File: src/rtl/itmr_pkg.sv
package itmr_pkg;
    typedef enum logic [1:0] {
        ST_IDLE  = 2'd0,
        ST_ARMED = 2'd1,
        ST_COUNT = 2'd2
    } itmr_state_e;
endpackage

File: src/rtl/itmr_fsm.sv
module itmr_fsm
    import itmr_pkg::*;
(
    input  logic        clk,
    input  logic        rst_n,
    input  logic        start_wr,
    input  logic        stop_wr,
    input  logic        tick,
    output itmr_state_e state
);
    itmr_state_e state_nxt;

    // Next-state logic: stop beats start, start re-arms from any state.
    always_comb begin
        state_nxt = state;
        if (stop_wr) begin
            state_nxt = ST_IDLE;
        end else if (start_wr) begin
            state_nxt = ST_ARMED;
        end else begin
            unique case (state)
                ST_IDLE:  state_nxt = ST_IDLE;
                ST_ARMED: if (tick) state_nxt = ST_COUNT;
                ST_COUNT: state_nxt = ST_COUNT;
                default:  state_nxt = ST_IDLE;
            endcase
        end
    end

    always_ff @(posedge clk or negedge rst_n) begin
        if (!rst_n) state <= ST_IDLE;
        else        state <= state_nxt;
    end

    AST_STOP_WINS: assert property (@(posedge clk) disable iff (!rst_n)
        (start_wr && stop_wr) |=> (state == ST_IDLE));

    AST_START_ARMS: assert property (@(posedge clk) disable iff (!rst_n)
        (start_wr && !stop_wr) |=> (state == ST_ARMED));
endmodule

File: src/rtl/itmr_counter.sv
module itmr_counter
    import itmr_pkg::*;
#(
    parameter int W = 16
) (
    input  logic          clk,
    input  logic          rst_n,
    input  itmr_state_e   state,
    input  logic          tick,
    input  logic          hold,
    input  logic [W-1:0]  period,
    output logic [W-1:0]  cnt,
    output logic          load_start,
    output logic          load_wrap
);
    logic step;

    assign step       = !hold && tick;
    assign load_start = step && (state == ST_ARMED);
    assign load_wrap  = step && (state == ST_COUNT) && (cnt == '0);

    always_ff @(posedge clk or negedge rst_n) begin
        if (!rst_n) begin
            cnt <= '0;
        end else if (load_start || load_wrap) begin
            cnt <= period;
        end else if (step && (state == ST_COUNT)) begin
            cnt <= cnt - 1'b1;
        end
    end

    AST_DOWN_STEP: assert property (@(posedge clk) disable iff (!rst_n)
        (step && state == ST_COUNT && cnt != '0) |=> (cnt == W'($past(cnt) - 1'b1)));

    AST_WRAP_LOADS: assert property (@(posedge clk) disable iff (!rst_n)
        load_wrap |=> (cnt == $past(period)));
endmodule

File: src/rtl/interval_timer_ch.sv
module interval_timer_ch
    import itmr_pkg::*;
#(
    parameter int W = 16
) (
    input  logic          clk,
    input  logic          rst_n,
    input  logic          tick_a,
    input  logic          tick_b,
    input  logic          period_wr,
    input  logic [W-1:0]  period_wdata,
    input  logic          mode_wr,
    input  logic          mode_start_irq,
    input  logic          mode_clk_sel,
    input  logic          start_wr,
    input  logic          stop_wr,
    input  logic          out_en,
    input  logic          lvl_wr,
    input  logic          lvl_wdata,
    output logic [W-1:0]  count,
    output logic          running,
    output logic          irq,
    output logic          tout
);
    itmr_state_e  state;
    logic [W-1:0] period_q;
    logic         mode_irq_q;
    logic         mode_sel_q;
    logic         tick_sel;
    logic         hold;
    logic         load_start;
    logic         load_wrap;
    logic         toggle_evt;

    assign tick_sel   = mode_sel_q ? tick_b : tick_a;
    assign hold       = start_wr | stop_wr;
    assign toggle_evt = load_wrap | (load_start & mode_irq_q);

    itmr_fsm u_fsm (
        .clk      (clk),
        .rst_n    (rst_n),
        .start_wr (start_wr),
        .stop_wr  (stop_wr),
        .tick     (tick_sel),
        .state    (state)
    );

    itmr_counter #(.W(W)) u_cnt (
        .clk        (clk),
        .rst_n      (rst_n),
        .state      (state),
        .tick       (tick_sel),
        .hold       (hold),
        .period     (period_q),
        .cnt        (count),
        .load_start (load_start),
        .load_wrap  (load_wrap)
    );

    // Configuration registers: period is live, mode is locked while running.
    always_ff @(posedge clk or negedge rst_n) begin
        if (!rst_n) begin
            period_q   <= '0;
            mode_irq_q <= 1'b0;
            mode_sel_q <= 1'b0;
        end else begin
            if (period_wr) period_q <= period_wdata;
            if (mode_wr && state == ST_IDLE) begin
                mode_irq_q <= mode_start_irq;
                mode_sel_q <= mode_clk_sel;
            end
        end
    end

    // Output process: interrupt pulse and pin level.
    always_ff @(posedge clk or negedge rst_n) begin
        if (!rst_n) begin
            irq  <= 1'b0;
            tout <= 1'b0;
        end else begin
            irq <= toggle_evt;
            if (!out_en) begin
                if (lvl_wr) tout <= lvl_wdata;
            end else if (toggle_evt) begin
                tout <= ~tout;
            end
        end
    end

    assign running = (state != ST_IDLE);

    AST_HOLD_STOPPED: assert property (@(posedge clk) disable iff (!rst_n)
        !running |=> $stable(count));

    AST_MODE_LOCKED: assert property (@(posedge clk) disable iff (!rst_n)
        running |=> ($stable(mode_irq_q) && $stable(mode_sel_q)));

    AST_PIN_OWNED: assert property (@(posedge clk) disable iff (!rst_n)
        ($past(out_en) && !irq) |-> $stable(tout));

    AST_IRQ_TOGGLES: assert property (@(posedge clk) disable iff (!rst_n)
        (irq && $past(out_en)) |-> (tout != $past(tout)));
endmodule

File: config.mk
export PLATFORM = sky130hd
export DESIGN_NAME = interval_timer_ch
export DESIGN_NICKNAME = d
export VERILOG_FILES = /design/src/rtl/itmr_pkg.sv /design/src/rtl/itmr_fsm.sv /design/src/rtl/itmr_counter.sv /design/src/rtl/interval_timer_ch.sv
export SDC_FILE = /design/constraint.sdc
export NUM_CORES = 1
export LEC_CHECK = 0
export ABC_CLOCK_PERIOD_IN_PS = 4600
export BUFFER_PORTS_ARGS = -buffer_cell sky130_fd_sc_hd__buf_4
export CAP_MARGIN = 20
export CORE_MARGIN = 1
export CORE_UTILIZATION = 55
export CTS_CLUSTER_DIAMETER = 60
export DETAILED_ROUTE_END_ITERATION = 8
export PLACE_DENSITY = 0.81
export SYNTH_ARGS = -nofsm -noshare
export SYNTH_HDL_FRONTEND = slang
export SYNTH_SLANG_ARGS = --single-unit
File: constraint.sdc
create_clock -name clk -period 4.6 [get_ports clk]
set_input_delay 0.23 -clock clk [delete_from_list [all_inputs] [get_ports clk]]
set_output_delay 0.23 -clock clk [all_outputs]
set_load 0.1 [all_outputs]
==> impl_results.md, run 1 <==
- Outcome: complete, no violations
- Core ar.: 0.003689 sq mm
- VDD IR max: 0.3133 mV
- Final setup fails: 0
- Starting Density: 57.56%
- Seq. cell area: 950.9 sq um
- Row Count: 22
- Int Pwr: 0.6571 mW
- DRT iter0 DRCs: 119
- P_sw: 0.5751 mW
- H-tree depth: 2
- Register bit count reported by yosys: 38
- Switching share of power: 46.67%
- Arrival @ worst endpoint: 2950 ps
- WL final: 4.970 mm
- Max transition margin: 41.45%
- Layout Skew: 3.764 ps
- Slowest-stage cell, CP: o41ai_4
- Clock buffer depth: 2
- Ratio of final minimum period to clock period: 60.42%
- Number of flops mapped to enable cells by yosys: 0
- Register area share after synthesis: 44.78%
- RSZ-0062 raised after global routing: no
- CTS clk-pin slew, worst paths: 70 ps
- Area Growth Syn to Fin: 21.92%
- Clock sink total: 38
- GPL Wtd Cong: 0.8983
- Clock network power share: 18.6%
- First drt pass iteration count: 4
- Share of post-route cells with drive strength above 1: 36.89%
- Top Family by Delay on Critical Path: compound AO/OA/AOI/OAI gates
- Netlist Area Pre-Place: 0.002123 sq mm
- Setup_tns: 0 ps
- Logic pwr share: 43.1%
- Vias in the first global route: 1720
- HP Class: in -> reg
- Tightest Pin Transition: 875.2 ps
- Vias per cell: 6.329
- PwrDens: 476.0 mW/mm^2
- Syn Area/Cell: 10.72 sq um
- Setup crit start kind: flop
- Drt wl/cell: 17.02 um
- Clock root buffer: clkbuf_8
- Multi-input logic area: 0.001079 sq mm
- GRT Util Overall: 26.08%
- Sequential Power Share: 38.3%
- First-pass GRT wire length: 8.148 mm
- Worst hold margin: 94.35 ps
- Hold-fix buffers, CTS: 1
- Worst Setup End Kind: flop
- Vias: 1848
- CP Buf/Inv Count: 1
- Final antenna-violating net count: 0
- Largest net degree at the start of global routing: 39
- LEAKAGE: 1.087 nW
- Grt total ovfl: 0
- Min Tclk post-route: 2779 ps
- Die W: 64.14 um
- Max Cap Viol: 0
- Inserted Clock Buffers: 5
- Fillers: 310
- Pins Over Slew Limit: 0
- Final hold vios: 0
- Synth Flop Type: dfrtp_1
- Synth Warn #: 0
- Post-Syn Instances: 198
- Antenna violations before repair: 0
- DR DRC count: 0
- Die H: 64.14 um
- Post-synth net total: 231
- Ant diodes: 0
- Yosys top cell area share: 44.78%
- Type of the worst setup path: reg -> reg
- Distinct cell type count after synthesis: 47
- Port Buffers: 47
- Synth area leader: dfrtp_1
- Worst path cell trace: inv_1 -> ha_1 -> or4b_2 -> o41ai_4 -> o21ai_0 -> a221o_1
- Post-CTS Setup Repair Bufs: 0
- Net count, final: 276
- Slowest cell delay on critical path: 730 ps
- Worst skew pair latency: 290 ps
- TritonCTS clock tree: yes
- Io pins: 48
- Post-synth ARST share: 100.0%
- Critical path required time: 4770 ps
- Die area: 0.004113 sq mm
- Max FO, Critical Path: 15
- Largest cells by area after synthesis: dfrtp_1 45%, mux2_2 10%, a221o_1 2.8%, nor3_1 2.8%, ha_1 2.4%
- Post-DP HPWL: 3.564 mm
- Post-CTS sizing: 0
- Peak Freq: 0.3598 GHz
sequential cells by signal (all words and copies together) (netlist names):
register / flops
period_q: 16
u_cnt.cnt: 16
u_fsm.state: 2
irq: 1
mode_irq_q: 1
mode_sel_q: 1
tout: 1
area by class of cell:
| cell class | instances | share of cell area [%] |
|---|---|---|
| clock inverters | 1 | 0.1933 |
| well taps | 48 | 2.320 |
| repair buffers | 51 | 14.89 |
| clock buffers | 7 | 3.335 |
| multi-input cells | 141 | 41.66 |
| flip-flops and latches | 38 | 36.73 |
| inverters | 6 | 0.8700 |
cells in the mapped netlist (all sizes together) (2+ instances only):
library cell	count
nor4b	2
nor2	9
and4	4
o31ai	2
nor4	8
a31oi	3
mux2	19
nand3	6
or2	2
buf	3
dfrtp	38
nand2b	2
a21oi	5
clkbuf	10
nand2	10
a41oi	2
or4	4
o41ai	3
or3b	2
or3	2
mux2i	2
o21ai	7
nor3	12
o221a	3
inv	6
a221o	6
nand4	6
o211ai	4
ha	4
or4b	2
stage by stage:
step	total power [mW]	instances	utilization (%)	setup slack, ps	area, sq um
2_1_floorplan	0.8798	198	-	1809	2123
3_3_place_gp	0.9997	283	67.44	1930	2487
3_5_place_dp	1.007	283	67.44	1864	2487
4_1_cts	1.236	292	70.18	1848	2589
5_1_grt	1.282	292	70.18	1611	2589
6_report	1.232	292	70.18	1821	2589
power by group through the flow:
| stage | sequential, mW | combinational (mW) | clock [mW] |
|---|---|---|---|
| 2_1_floorplan | 0.723 | 0.157 | 0 |
| 3_3_place_gp | 0.473 | 0.527 | 0 |
| 3_5_place_dp | 0.475 | 0.531 | 0 |
| 4_1_cts | 0.469 | 0.534 | 0.234 |
| 5_1_grt | 0.483 | 0.552 | 0.247 |
| 6_report | 0.471 | 0.532 | 0.229 |
final timing paths:
path	from	to	slack [ps]	depth (start not counted)
worst min-delay path	stop_wr	u_fsm.state[0]	90	2
worst min register to register	period_q[10]	period_q[10]	510	1
worst max register to register	u_cnt.cnt[0]	u_cnt.cnt[6]	1820	6
worst max-delay path	u_cnt.cnt[0]	u_cnt.cnt[6]	1820	6
max in group asynchronous	rst_n	u_cnt.cnt[5]	3840	2
min in group asynchronous	rst_n	period_q[0]	440	2
cell families (layout without fill, tap and decap cells):
kind of cell | after synthesis | after routing | share of synthesized area (%)
DFF | 38 | 38 | 44.78
adders and majority gates | 4 | 4 | 2.357
and+or+nand+nor | 73 | 73 | 20.45
buffers and inverters | 19 | 65 | 4.420
AOI/OAI and AO/OA | 43 | 43 | 16.97
muxes | 21 | 21 | 11.02
layer usage:
metal,wire length [um],global-route usage [%]
met3,327,5.357
met4,56,9.444
met5,0,0
met1,2229,34.77
met2,2356,42.02
worst register-to-register path: cells and delay by family (launching register included):
family	cells	cell delay, ps
buffers and inverters	1	80
flip-flops	1	440
adder cells (fa/ha/maj)	1	240
AND/OR/NAND/NOR	1	640
AO/OA/AOI/OAI	3	1260
cell usage in the layout, fill, tap and decap left out, types with 3 or more instances in the layout:
cell type	count
buf_4	50
dfrtp_1	38
mux2_2	19
nor3_1	12
nand2_1	9
nor4_1	8
nor2_1	8
inv_1	6
nand4_1	6
nand3_1	6
o21ai_0	6
a221o_1	6
clkbuf_8	6
a21oi_1	5
o211ai_1	4
and4_1	4
ha_1	4
o221a_2	3
or4_1	3
a31oi_1	3
No activity file was read; power rests on OpenSTA's default activity.
==> run 2, diff against run 1 <==
--- a/config.mk
+++ b/config.mk
@@ -5,14 +5,14 @@
 export SDC_FILE = /design/constraint.sdc
 export NUM_CORES = 1
 export LEC_CHECK = 0
-export ABC_CLOCK_PERIOD_IN_PS = 4600
+export ABC_CLOCK_PERIOD_IN_PS = 2700
 export BUFFER_PORTS_ARGS = -buffer_cell sky130_fd_sc_hd__buf_4
 export CAP_MARGIN = 20
 export CORE_MARGIN = 1
-export CORE_UTILIZATION = 55
+export CORE_UTILIZATION = 54
 export CTS_CLUSTER_DIAMETER = 60
 export DETAILED_ROUTE_END_ITERATION = 8
-export PLACE_DENSITY = 0.81
+export PLACE_DENSITY = 0.8
 export SYNTH_ARGS = -nofsm -noshare
 export SYNTH_HDL_FRONTEND = slang
 export SYNTH_SLANG_ARGS = --single-unit
==> constraint.sdc (replaced) <==
create_clock -name clk -period 2.7 [get_ports clk]
set_input_delay 0.135 -clock clk [delete_from_list [all_inputs] [get_ports clk]]
set_output_delay 0.135 -clock clk [all_outputs]
set_load 0.1 [all_outputs]
==> impl_results.md, run 2 (synthesis gave the netlist of run 1 again) <==
- Outcome: complete, no violations (unchanged)
- HP Class: in -> reg (unchanged)
- Drt wl/cell: 17.62 um (was 17.02 um)
- Vias per cell: 6.319 (was 6.329)
- Slowest-stage cell, CP: or4b_2 (was o41ai_4)
- DRT iter0 DRCs: 224 (was 119)
- Slowest cell delay on critical path: 640 ps (was 730 ps)
- Crit path to: u_cnt.cnt[6] (unchanged)
- Worst reg-to-reg setup slack: 280 ps (was 1820 ps)
- Min Tclk post-route: 2418 ps (was 2779 ps)
- Row Count: 22 (unchanged)
- Setup_tns: 0 ps (unchanged)
- Tightest Pin Transition: 654.3 ps (was 875.2 ps)
- Multi-input logic area: 0.001079 sq mm (unchanged)
- Grt total ovfl: 0 (unchanged)
- Net count, final: 285 (was 276)
- Seq. cell area: 955.9 sq um (was 950.9 sq um)
- Reg2reg path depth: 7 (was 6)
- Critical path origin: u_cnt.cnt[0] (unchanged)
- WL final: 5.305 mm (was 4.970 mm)
- LEAKAGE: 1.128 nW (was 1.087 nW)
- Post-CTS Setup Repair Bufs: 0 (unchanged)
- Arrival @ worst endpoint: 2600 ps (was 2950 ps)
- Final hold vios: 0 (unchanged)
- RSZ-0062 raised after global routing: no (unchanged)
- GRT Util Overall: 28.04% (was 26.08%)
- Peak Freq: 0.4135 GHz (was 0.3598 GHz)
- Largest net degree at the start of global routing: 39 (unchanged)
- Inserted Clock Buffers: 5 (unchanged)
- Max transition margin: 56.04% (was 41.45%)
- Type of the worst setup path: reg -> reg (unchanged)
- Pins Over Slew Limit: 0 (unchanged)
- DR DRC count: 0 (unchanged)
- Final setup fails: 0 (unchanged)
- Final antenna-violating net count: 0 (unchanged)
- Biggest regs: period_q (16), u_cnt.cnt (16), u_fsm.state (2) (unchanged)
- Post-DP HPWL: 3.691 mm (was 3.564 mm)
- Fin util: 71.68% (was 70.18%)
- Fillers: 317 (was 310)
- Die H: 64.71 um (was 64.14 um)
- Core ar.: 0.003716 sq mm (was 0.003689 sq mm)
- Worst Setup End Kind: flop (unchanged)
- GPL Wtd Cong: 0.9587 (was 0.8983)
- Setup crit start kind: flop (unchanged)
- Die W: 64.71 um (was 64.14 um)
- CTS clk-pin slew, worst paths: 80 ps (was 70 ps)
- Share of post-route cells with drive strength above 1: 40.32% (was 36.89%)
- Worst r2r src: u_cnt.cnt[0] (unchanged)
- Vias: 1902 (was 1848)
- Worst skew pair latency: 300 ps (was 290 ps)
- Vias in the first global route: 1744 (was 1720)
- H-tree depth: 2 (unchanged)
- Io pins: 48 (unchanged)
- First-pass GRT wire length: 8.769 mm (was 8.148 mm)
- Ratio of final minimum period to clock period: 89.57% (was 60.42%)
- Max Cap Viol: 0 (unchanged)
- Starting Density: 57.14% (was 57.56%)
- Critical path required time: 2880 ps (was 4770 ps)
- Clock sink total: 38 (unchanged)
- Die area: 0.004187 sq mm (was 0.004113 sq mm)
- Commonest non-fill, non-tap cell in the layout: buf_4 (unchanged)
- First drt pass iteration count: 4 (unchanged)
- Port Buffers: 47 (unchanged)
- Worst path cell trace: inv_1 -> ha_1 -> or4b_2 -> o41ai_4 -> buf_4 -> o21ai_0 -> a221o_1 (was inv_1 -> ha_1 -> or4b_2 -> o41ai_4 -> o21ai_0 -> a221o_1)
- Worst R2R End: u_cnt.cnt[6] (unchanged)
- VDD IR max: 0.6513 mV (was 0.3133 mV)
- Area Growth Syn to Fin: 25.46% (was 21.92%)
- TritonCTS clock tree: yes (unchanged)
- Layout Skew: 7.574 ps (was 3.764 ps)
- Antenna violations before repair: 0 (unchanged)
- PwrDens: 807.4 mW/mm^2 (was 476.0 mW/mm^2)
- Most frequent cells in the layout: 58 x buf_4, 34 x dfrtp_1, 19 x mux2_2 (was 50 x buf_4, 38 x dfrtp_1, 19 x mux2_2)
- Max FO, Critical Path: 8 (was 15)
- Clock buffer depth: 2 (unchanged)
- Ant diodes: 0 (unchanged)
- Clock root buffer: clkbuf_8 (unchanged)
run 2: cell count changes in the layout (fill, tap and decap cells not counted), sizes merged:
cell / previous run / this run
buf: 50 / 58
dlygate4sd3: 1 / 2
run 2: how the worst min path moves through the flow:
stage / from / endpoint / cells after the start
floorplan: rst_n / irq / 0
CTS: period_wdata[8] / period_q[8] / 2
detailed placement: rst_n / period_q[2] / 1
finish: period_wdata[9] / period_q[9] / 2
global route: period_wdata[11] / period_q[11] / 2
global placement: rst_n / period_q[2] / 1
run 2: critical path: cells and delay by family, from the launching register on:
family / cells / cell delay, ps
AOI/OAI and AO/OA: 3 / 680
and+or+nand+nor: 1 / 640
DFF: 1 / 440
buffers and inverters: 2 / 300
adders and majority gates: 1 / 240
run 2: report_power, final:
part           internal, mW  switching (mW)
Combinational         0.265           0.672
Clock                 0.206           0.202
Sequential            0.668           0.138
Total                  1.14            1.01
run 2: layer usage:
layer | vias to the layer above | track usage, % | routed length, um
met5 | - | 0 | 0
met4 | 0 | 11.11 | 72
met3 | 8 | 6.866 | 471
met2 | 96 | 41.02 | 2401
met1 | 916 | 39.64 | 2360
li1 | 882 | - | -
run 2: cell type report:
class	instances	area share, %
Multi-Input combinational cell	141	40.49
Clock inverter	1	0.1879
Timing Repair Buffer	60	17.10
Clock buffer	7	3.241
Inverter	6	0.8455
Tap cell	48	2.255
Sequential cell	38	35.89
run 2: timing repair:
action,CTS,global route
resized for setup,0,0
hold endpoints to repair,39,0
hold buffers,2,0
run 2: through the flow:
step / cells / setup WS, ps / power [mW] / hold slack, ps / cell area (sq um)
global route: 301 / 231.8 / 2.235 / 59.24 / 2664
CTS: 301 / 315.1 / 2.149 / 67.54 / 2664
detailed placement: 291 / 330.1 / 1.743 / 134.2 / 2552
floorplan: 198 / 19.99 / 1.503 / -160.6 / 2128
global placement: 291 / 376.1 / 1.729 / 130.5 / 2552
finish: 301 / 281.7 / 2.151 / 65.61 / 2664
==> run 3, diff against run 2 <==
--- a/config.mk
+++ b/config.mk
@@ -5,11 +5,13 @@
 export SDC_FILE = /design/constraint.sdc
 export NUM_CORES = 1
 export LEC_CHECK = 0
+export ABC_AREA = 1
 export ABC_CLOCK_PERIOD_IN_PS = 2700
 export BUFFER_PORTS_ARGS = -buffer_cell sky130_fd_sc_hd__buf_4
 export CAP_MARGIN = 20
 export CORE_MARGIN = 1
-export CORE_UTILIZATION = 54
+export CORE_UTILIZATION = 55
+export CTS_BUF_LIST = sky130_fd_sc_hd__clkbuf_4 sky130_fd_sc_hd__clkbuf_8
 export CTS_CLUSTER_DIAMETER = 60
 export DETAILED_ROUTE_END_ITERATION = 8
 export PLACE_DENSITY = 0.8
==> impl_results.md, run 3 <==
- Post-CTS sizing: 0 (unchanged)
- WHS Path Cells: 3 (was 2)
- Most common cell in the netlist: nand2_1 (was dfrtp_1)
- Post-Syn Instances: 311 (was 198)
- Int Pwr: 1.350 mW (was 1.139 mW)
- Type of the worst setup path: in -> reg (was reg -> reg)
- Setup_tns: 0 ps (unchanged)
- Sequential Power Share: 28.5% (was 37.5%)
- Arrival @ worst endpoint: 2080 ps (was 2600 ps)
- Max transition margin: 69.04% (was 56.04%)
- Outcome: complete, no violations (unchanged)
- Max FO, Critical Path: 15 (was 8)
- Worst Slack Setup Final: 805.6 ps (was 281.7 ps)
- Synth Flop Type: dfrtp_1 (unchanged)
- DRT iter0 DRCs: 86 (was 224)
- Register area share after synthesis: 41.53% (was 44.78%)
- Seq. cell area: 950.9 sq um (was 955.9 sq um)
- Post-DP HPWL: 3.427 mm (was 3.691 mm)
- LEAKAGE: 1.488 nW (was 1.128 nW)
- Worst reg-to-reg setup slack: 900 ps (was 280 ps)
- PwrDens: 1121 mW/mm^2 (was 807.4 mW/mm^2)
- Row Count: 23 (was 22)
- Final setup fails: 0 (unchanged)
- Vias in the first global route: 1856 (was 1744)
- Grt total ovfl: 0 (unchanged)
- Clock sink total: 38 (unchanged)
- Worst R2R End: u_cnt.cnt[12] (was u_cnt.cnt[6])
- Area Growth Syn to Fin: 20.76% (was 25.46%)
- Met2 Wirelength: 2.238 mm (was 2.401 mm)
- Die H: 66.52 um (was 64.71 um)
- HP Start: period_wdata[10] (was period_wdata[9])
- DR DRC count: 0 (unchanged)
- Most instantiated cells after synthesis: 105 x nand2_1, 43 x inv_1, 38 x dfrtp_1 (was 38 x dfrtp_1, 19 x mux2_2, 12 x nor3_1)
- Multi-input logic area: 0.001114 sq mm (was 0.001079 sq mm)
- Number of flops mapped to enable cells by yosys: 0 (unchanged)
- Share of post-route cells with drive strength above 1: 24.03% (was 40.32%)
- Core ar.: 0.004000 sq mm (was 0.003716 sq mm)
- Synth area leader: dfrtp_1 (unchanged)
- Logic pwr share: 58.9% (was 43.5%)
- Drt wl/cell: 11.32 um (was 17.62 um)
- Layout Skew: 7.415 ps (was 7.574 ps)
- DR top layer: met4 (unchanged)
- Met1 wire length: 2.114 mm (was 2.360 mm)
- GRT Util Overall: 25.11% (was 28.04%)
- First-pass GRT wire length: 8.245 mm (was 8.769 mm)
- Most frequent cells in the layout: 105 x nand2_1, 47 x buf_4, 43 x inv_1 (was 58 x buf_4, 34 x dfrtp_1, 19 x mux2_2)
- HP Class: in -> reg (unchanged)
- Total power: 3.099 mW (was 2.151 mW)
- Biggest regs: period_q (16), u_cnt.cnt (16), u_fsm.state (2) (unchanged)
- Port Buffers: 47 (unchanged)
- TritonCTS clock tree: yes (unchanged)
- RSZ-0062 raised after global routing: no (unchanged)
- Synth Warn #: 0 (unchanged)
- Setup crit start kind: input port (was flop)
- Ant diodes: 0 (unchanged)
- GPL Wtd Cong: 0.8951 (was 0.9587)
- Critical path required time: 2890 ps (was 2880 ps)
- Post-synth net total: 344 (was 231)
- Worst r2r src: u_cnt.cnt[0] (unchanged)
- Register bit count reported by yosys: 38 (unchanged)
- Yosys top cell area share: 41.53% (was 44.78%)
- Syn Area/Cell: 7.362 sq um (was 10.72 sq um)
- Largest net degree at the start of global routing: 39 (unchanged)
- Pre-CTS WS: 929.1 ps (was 330.1 ps)
- First drt pass iteration count: 4 (unchanged)
- Netlist Area Pre-Place: 0.002290 sq mm (was 0.002123 sq mm)
- Ratio of final minimum period to clock period: 70.16% (was 89.57%)
- Starting Density: 57.24% (was 57.14%)
- Final antenna-violating net count: 0 (unchanged)
- H-tree depth: 2 (unchanged)
- Worst Setup End Kind: flop (unchanged)
- Reg2reg path depth: 9 (was 7)
- Max Cap Viol: 0 (unchanged)
- Net count, final: 394 (was 285)
- Commonest non-fill, non-tap cell in the layout: nand2_1 (was buf_4)
- Pins Over Slew Limit: 0 (unchanged)
- Die area: 0.004425 sq mm (was 0.004187 sq mm)
- Hold Path End: period_q[10] (was period_q[9])
- Post-synth ARST share: 100.0% (unchanged)
- Distinct cell type count after synthesis: 29 (was 47)
- Inserted Clock Buffers: 5 (unchanged)
- Tightest Pin Transition: 464.3 ps (was 654.3 ps)
- Peak Freq: 0.5279 GHz (was 0.4135 GHz)
- P_sw: 1.749 mW (was 1.012 mW)
- CTS clk-pin slew, worst paths: 80 ps (about the same)
- Clock root buffer: clkbuf_8 (unchanged)
- Die W: 66.52 um (was 64.71 um)
- Clock network power share: 12.7% (was 19.0%)
- Switching share of power: 56.44% (was 47.06%)
- Clock buffer depth: 2 (unchanged)
- Vias per cell: 4.959 (was 6.319)
- Routed wl met3: 245 um (was 471 um)
- Fin util: 69.13% (was 71.68%)
- Final hold vios: 0 (unchanged)
- VDD IR max: 0.5105 mV (was 0.6513 mV)
- WL final: 4.662 mm (was 5.305 mm)
- Worst skew pair latency: 300 ps (about the same)
- Min Tclk post-route: 1894 ps (was 2418 ps)
- Fillers: 343 (was 317)
- Antenna violations before repair: 0 (unchanged)
- Largest cells by area after synthesis: dfrtp_1 42%, nand2_1 17%, inv_1 7.0%, nand3_1 5.9%, o21ai_0 4.4% (was dfrtp_1 45%, mux2_2 10%, a221o_1 2.8%, nor3_1 2.8%, ha_1 2.4%)
- Vias: 2043 (was 1902)
- Io pins: 48 (unchanged)
## run 3: cell types whose count changed after synthesis, sizes merged, moves of 14 or more
| cell | before | now |
|---|---|---|
| nor2 | 9 | 30 |
| nand3 | 6 | 31 |
| mux2 | 19 | 1 |
| o21ai | 7 | 21 |
| nand2 | 10 | 117 |
| inv | 6 | 46 |
## run 3: final cells by class
type | count | share of cell area [%]
timing repair buffer | 49 | 13.48
clock inverter | 3 | 0.7692
clock buffer | 5 | 2.489
sequential | 38 | 34.39
multi-input combinational | 221 | 40.27
tap | 50 | 2.262
inverter | 46 | 6.335
## run 3: power groups by stage
stage	Combinational (mW)	Sequential (mW)	Clock [mW]
4_1_cts	1.82	0.877	0.399
2_1_floorplan	0.703	1.62	0
6_report	1.82	0.882	0.393
3_5_place_dp	1.81	0.885	0
3_3_place_gp	1.80	0.885	0
5_1_grt	1.97	0.900	0.424
## run 3: critical path: stages
cell and delay, ps:
dlygate4sd3_1 540, buf_4 140, nor2_2 160, nand3_2 150, nor2_4 170, inv_4 90, nand2_2 290, inv_2 210
nand2_1 120, nand2_1 70
## run 3: repair_timing
action	4_1_cts	5_1_grt
hold buffers	2	0
hold endpoints to repair	39	0
endpoints found under the setup margin	0	0
buffers inserted	0	0
## run 3: per-layer routing
layer  up-vias  track usage (%)
met4         0            9.840
met3         6            5.822
met1       914            32.93
met5         -                0
met2        65            40.05
li1       1058                -
## run 3: metrics by stage
stage / area [sq um] / std cells / hold WS (ps)
5_1_grt: 2765 / 412 / 37.24
2_1_floorplan: 2290 / 311 / -160.6
3_3_place_gp: 2655 / 402 / 124.1
4_1_cts: 2765 / 412 / 32.31
3_5_place_dp: 2655 / 402 / 128.3
6_report: 2765 / 412 / 37.58
## run 3: worst max path at each step
stage                            start       endpoint  slack (ps)
after floorplan           u_cnt.cnt[0]   u_cnt.cnt[0]         400
after global placement    u_cnt.cnt[0]  u_cnt.cnt[15]         970
after detailed placement  u_cnt.cnt[0]  u_cnt.cnt[11]         930
after CTS                      stop_wr  u_cnt.cnt[12]         830
after global routing           stop_wr  u_cnt.cnt[12]         680
final                          stop_wr  u_cnt.cnt[12]         810
## run 3: cell families (layout without fill, tap and decap cells)
| group | after synthesis | count (layout) | share of synthesized area (%) |
|---|---|---|---|
| compound gates | 25 | 25 | 5.574 |
| xor+xnor | 5 | 5 | 1.913 |
| fa+ha+maj | 4 | 4 | 2.186 |
| buf+inv | 52 | 103 | 9.836 |
| flops | 38 | 38 | 41.53 |
| mux | 1 | 1 | 0.4918 |
| simple gates | 186 | 186 | 38.47 |
